$ cat src/rtl/fwd_pkg.sv
package fwd_pkg;

    // Select codes for one ALU operand; 2'b11 is unused.
    typedef enum logic [1:0] {
        SEL_RF  = 2'b00,
        SEL_WB  = 2'b01,
        SEL_MEM = 2'b10
    } fwd_sel_e;

    localparam int NUM_OPERANDS = 2;

endpackage

$ cat src/rtl/fwd_stage_hit.sv
module fwd_stage_hit #(
    parameter int AW = 5
) (
    input  logic [AW-1:0] src_idx,
    input  logic [AW-1:0] dst_idx,
    input  logic          wr_en,
    output logic          hit
);

    localparam logic [AW-1:0] ZERO_IDX = '0;

    always_comb begin
        hit = wr_en && (dst_idx != ZERO_IDX) && (dst_idx == src_idx);
    end

endmodule

$ cat src/rtl/fwd_select.sv
module fwd_select
    import fwd_pkg::*;
#(
    parameter int AW = 5
) (
    input  logic [AW-1:0] src_idx,
    input  logic [AW-1:0] mem_dst_idx,
    input  logic          mem_wr_en,
    input  logic [AW-1:0] wb_dst_idx,
    input  logic          wb_wr_en,
    output fwd_sel_e      sel
);

    logic mem_hit;
    logic wb_hit;

    fwd_stage_hit #(.AW(AW)) u_mem_hit (
        .src_idx (src_idx),
        .dst_idx (mem_dst_idx),
        .wr_en   (mem_wr_en),
        .hit     (mem_hit)
    );

    fwd_stage_hit #(.AW(AW)) u_wb_hit (
        .src_idx (src_idx),
        .dst_idx (wb_dst_idx),
        .wr_en   (wb_wr_en),
        .hit     (wb_hit)
    );

    // Newer result (memory stage) has priority over write-back.
    always_comb begin
        if (mem_hit)     sel = SEL_MEM;
        else if (wb_hit) sel = SEL_WB;
        else             sel = SEL_RF;
    end

endmodule

$ cat src/rtl/fwd_opmux.sv
module fwd_opmux
    import fwd_pkg::*;
#(
    parameter int DW = 32
) (
    input  fwd_sel_e      sel,
    input  logic [DW-1:0] rf_val,
    input  logic [DW-1:0] mem_val,
    input  logic [DW-1:0] wb_val,
    output logic [DW-1:0] op_val
);

    always_comb begin
        case (sel)
            SEL_MEM: op_val = mem_val;
            SEL_WB:  op_val = wb_val;
            default: op_val = rf_val;
        endcase
    end

endmodule

$ cat src/rtl/fwd_unit.sv
module fwd_unit
    import fwd_pkg::*;
#(
    parameter int AW = 5,
    parameter int DW = 32
) (
    input  logic [AW-1:0] ex_rs_idx,
    input  logic [AW-1:0] ex_rt_idx,
    input  logic [DW-1:0] ex_rs_val,
    input  logic [DW-1:0] ex_rt_val,
    input  logic [AW-1:0] mem_dst_idx,
    input  logic          mem_wr_en,
    input  logic [DW-1:0] mem_alu_res,
    input  logic [AW-1:0] wb_dst_idx,
    input  logic          wb_wr_en,
    input  logic [DW-1:0] wb_data,
    output logic [1:0]    fwd_sel_a,
    output logic [1:0]    fwd_sel_b,
    output logic [DW-1:0] op_a,
    output logic [DW-1:0] op_b
);

    localparam logic [AW-1:0] ZERO_IDX = '0;

    // Operand 0 = A (rs), operand 1 = B (rt)
    logic [AW-1:0] src_idx [NUM_OPERANDS];
    logic [DW-1:0] rf_val  [NUM_OPERANDS];
    fwd_sel_e      sel     [NUM_OPERANDS];
    logic [DW-1:0] op_val  [NUM_OPERANDS];

    assign src_idx[0] = ex_rs_idx;
    assign src_idx[1] = ex_rt_idx;
    assign rf_val[0]  = ex_rs_val;
    assign rf_val[1]  = ex_rt_val;

    for (genvar g = 0; g < NUM_OPERANDS; g++) begin : g_opnd
        fwd_select #(.AW(AW)) u_sel (
            .src_idx     (src_idx[g]),
            .mem_dst_idx (mem_dst_idx),
            .mem_wr_en   (mem_wr_en),
            .wb_dst_idx  (wb_dst_idx),
            .wb_wr_en    (wb_wr_en),
            .sel         (sel[g])
        );

        fwd_opmux #(.DW(DW)) u_mux (
            .sel     (sel[g]),
            .rf_val  (rf_val[g]),
            .mem_val (mem_alu_res),
            .wb_val  (wb_data),
            .op_val  (op_val[g])
        );

        // Checks relating the selector's decision to the mux output and inputs.
        always_comb begin
            a_r7_no_code3: assert (sel[g] != fwd_sel_e'(2'b11));
            if (sel[g] == SEL_MEM) begin
                a_r1_mem_data: assert (op_val[g] == mem_alu_res);
            end
            if (sel[g] == SEL_WB) begin
                a_r2_wb_data: assert (op_val[g] == wb_data);
            end
            if (sel[g] == SEL_RF) begin
                a_r6_rf_data: assert (op_val[g] == rf_val[g]);
            end
            if (mem_wr_en && mem_dst_idx != ZERO_IDX && mem_dst_idx == src_idx[g]) begin
                a_r3_newer_wins: assert (sel[g] == SEL_MEM);
            end
            if (mem_dst_idx == ZERO_IDX && wb_dst_idx == ZERO_IDX) begin
                a_r5_zero_dst: assert (sel[g] == SEL_RF);
            end
            if (!mem_wr_en && !wb_wr_en) begin
                a_r6_no_write: assert (sel[g] == SEL_RF);
            end
        end
    end

    assign fwd_sel_a = sel[0];
    assign fwd_sel_b = sel[1];
    assign op_a      = op_val[0];
    assign op_b      = op_val[1];

endmodule

$ cat config.mk
export PLATFORM = sky130hd
export DESIGN_NAME = fwd_unit
export DESIGN_NICKNAME = d
export VERILOG_FILES = /design/src/rtl/fwd_pkg.sv /design/src/rtl/fwd_stage_hit.sv /design/src/rtl/fwd_select.sv /design/src/rtl/fwd_opmux.sv /design/src/rtl/fwd_unit.sv
export SDC_FILE = /design/constraint.sdc
export NUM_CORES = 1
export LEC_CHECK = 0
export BUFFER_PORTS_ARGS = -buffer_cell sky130_fd_sc_hd__buf_2
export CORE_AREA = 5 5 82 84
export DETAILED_ROUTE_END_ITERATION = 10
export DIE_AREA = 0 0 87 89
export GPL_ROUTABILITY_DRIVEN = 1
export PLACE_DENSITY = 0.7
export SETUP_SLACK_MARGIN = 0.1
export SLEW_MARGIN = 20
export SYNTH_ARGS = -nofsm -noshare
export SYNTH_HDL_FRONTEND = slang
export SYNTH_HIERARCHICAL = 1
export SYNTH_SLANG_ARGS = --single-unit
$ cat constraint.sdc
create_clock -name vclk -period 3.09
set_input_delay 0.1545 -clock vclk [all_inputs]
set_output_delay 0.1545 -clock vclk [all_outputs]
set_load 0.02 [all_outputs]
==> impl_metrics.tcl <==
set metrics [dict create \
    status "completed" \
    clock.fmax_mhz 411.7 \
    grt_usage_pct 17.49 \
    swShare_pct 56.83 \
    antenna_found_initial 0 \
    drtIter0Drc 133 \
    dieWidth_um 87 \
    worst_path_largest_cell_delay_ns 0.60 \
    timing_hold_violations_final 0 \
    power_frac_seq_pct 0 \
    num_rows 28 \
    final-seq-area_um2 0 \
    n_sequential_cell 0 \
    crit_type "in -> out" \
    fin_tns_setup_ns 0 \
    vdd_drop_max_uv 69.62 \
    post-dp-hpwl_um 6583 \
    rsz0062_at_grt "no" \
    grt_overflow 0 \
    die_h_um 89 \
    syn_to_final_growth_pct 65.82 \
    layout-drive-gt1-share_pct 50.00 \
    clockBufferCount 0 \
    p_switching_uw 203.5 \
    post_cts_resized 0 \
    synthCells 270 \
    min_period_over_period_pct 78.60 \
    route.detailed.drc 0 \
    relSlewSlack_pct 56.34 \
    finalSetupViolCount 0 \
    stdcell_count 543 \
    cp_cell_sequence "buf_2 > xor2_1 > nor3_1 > and4_1 > nor2b_4 > inv_1 > ha_2 > a22oi_1 > o21ai_1 > buf_2" \
    powerDensity_mw_per_mm2 133.2 \
    vias_per_cell 5.092 \
    place_inst 543 \
    nNetsFinal 624 \
    grt_pass1_wl_um 11450 \
    synth_area_mm2 0.001622 \
    gp_congestion 0.9109 \
    p_clk_share_pct 0 \
    maxCapViolations 0 \
    startpoint_type "input pin" \
    critPathMostFrequentCell "buf_2" \
    postRouteAntennaNets 0 \
    crit_path_max_fanout 32 \
    first_global_vias 2605 \
    hold_path.class "in -> out" \
    tightest_slew_ns 0.6549 \
    post_drt_wl_per_cell_um 14.33 \
    ios 218 \
    synth_cell_type_count 16 \
    firstDrtPassIters 5 \
    grt_max_degree 41 \
    fin_crit_ns 2.429 \
    cp.required_ns 2.94 \
    finalInstanceArea_mm2 0.002689 \
    post_cts_buffers 0 \
    initial_core_util_pct 27.72 \
    p_comb_share_pct 100.0 \
    final-max-slew-violation-count 0 \
    finalWirelength_um 7782 \
    synth_nets 424 \
    leakage_nw 1.366 \
    avgSynthCellArea_um2 6.006 \
    core-area_mm2 0.005851 \
    yosysSeqAreaShare_pct 0 \
    placed_area_mm2 0.002689 \
    worstPathArrival_ns 2.27 \
    port_buffers 218 \
    worst_path_max_delay_cell "ha_2" \
    cts_hold_buf 0 \
    p_int_uw 154.6 \
    n_antenna_cell 0 \
    yosysWarningCount 6 \
    num_vias 2765 \
    crit_path_end_kind "primary output" \
    die_area_mm2 0.007743 \
]
-- worst max-delay path, delay by kind of cell --
kind | cells | cell delay (ns)
XOR/XNOR | 1 | 0.14
adder cells (fa/ha/maj) | 1 | 0.60
AO/OA/AOI/OAI | 2 | 0.35
buffers and inverters | 3 | 0.39
AND/OR/NAND/NOR | 3 | 0.62
-- power groups by stage --
| stage | logic, mW | registers [mW] | clock network (mW) |
|---|---|---|---|
| CTS | 0.359 | 0 | 0 |
| floorplan | 0.177 | 0 | 0 |
| global placement | 0.353 | 0 | 0 |
| finish | 0.358 | 0 | 0 |
| global route | 0.393 | 0 | 0 |
| detailed placement | 0.358 | 0 | 0 |
-- cell families (layout without fill, tap and decap cells) --
family                   Yosys count  after routing  synth area share, %
XOR/XNOR                          16             16                8.642
AND/OR/NAND/NOR                   86             86                25.46
buffers and inverters             32            230                12.19
AO/OA/AOI/OAI                    132            132                50.62
adder cells (fa/ha/maj)            4              4                3.087
-- Yosys cell counts, drive strengths merged --
| cell type | count | area (um2) |
|---|---|---|
| and4 | 4 | 35.03 |
| inv | 4 | 15.01 |
| nor2b | 2 | 27.53 |
| nand2 | 68 | 255.2 |
| ha | 4 | 50.05 |
| xor2 | 12 | 105.1 |
| buf | 28 | 182.7 |
| nor4 | 4 | 50.05 |
| o21ai | 68 | 340.3 |
| a22oi | 64 | 480.5 |
| or2 | 4 | 25.02 |
| xnor2 | 4 | 35.03 |
| nor3 | 4 | 20.02 |
-- cells in the final DEF (no fill, tap or decap) --
master	instances
a22oi_1	64
and4_1	4
buf_2	218
buf_4	8
ha_1	2
ha_2	2
inv_1	4
nand2_1	68
nor2b_4	2
nor3_1	4
nor4_2	4
o21ai_0	4
o21ai_1	64
or2_0	4
xnor2_1	4
xor2_1	12
-- path summary, 6_finish.rpt --
kind,startpoint,end,slack [ns],cells past startpoint
setup / recovery,mem_dst_idx[3],op_b[13],0.66,10
hold / removal,ex_rs_val[20],op_a[20],0.64,4
-- stage by stage --
step	hold WS [ns]	power, mW	worst slack (ns)	util [%]
2_1_floorplan	0.4880	0.1773	1.060	-
3_3_place_gp	0.6377	0.3531	0.7759	45.96
3_5_place_dp	0.6401	0.3579	0.6969	45.96
4_1_cts	0.6410	0.3595	0.6867	45.96
5_1_grt	0.6502	0.3932	0.4900	45.96
6_report	0.6362	0.3581	0.6613	45.96
-- metal layers --
| metal | global-route usage (%) | share of wire, % |
|---|---|---|
| met5 | 0 | 0 |
| met4 | 1.416 | 0.59 |
| met3 | 1.935 | 10 |
| met2 | 35.33 | 52 |
| met1 | 20.25 | 37 |
-- area by class of cell --
type / instances / area [um2]
Multi-Input combinational cell: 238 / 1429
Tap cell: 75 / 93.84
Timing Repair Buffer: 226 / 1151
Inverter: 4 / 15.01
Fill cell: 631 / 3162
Note: power is estimated with default switching activity, not from simulation.
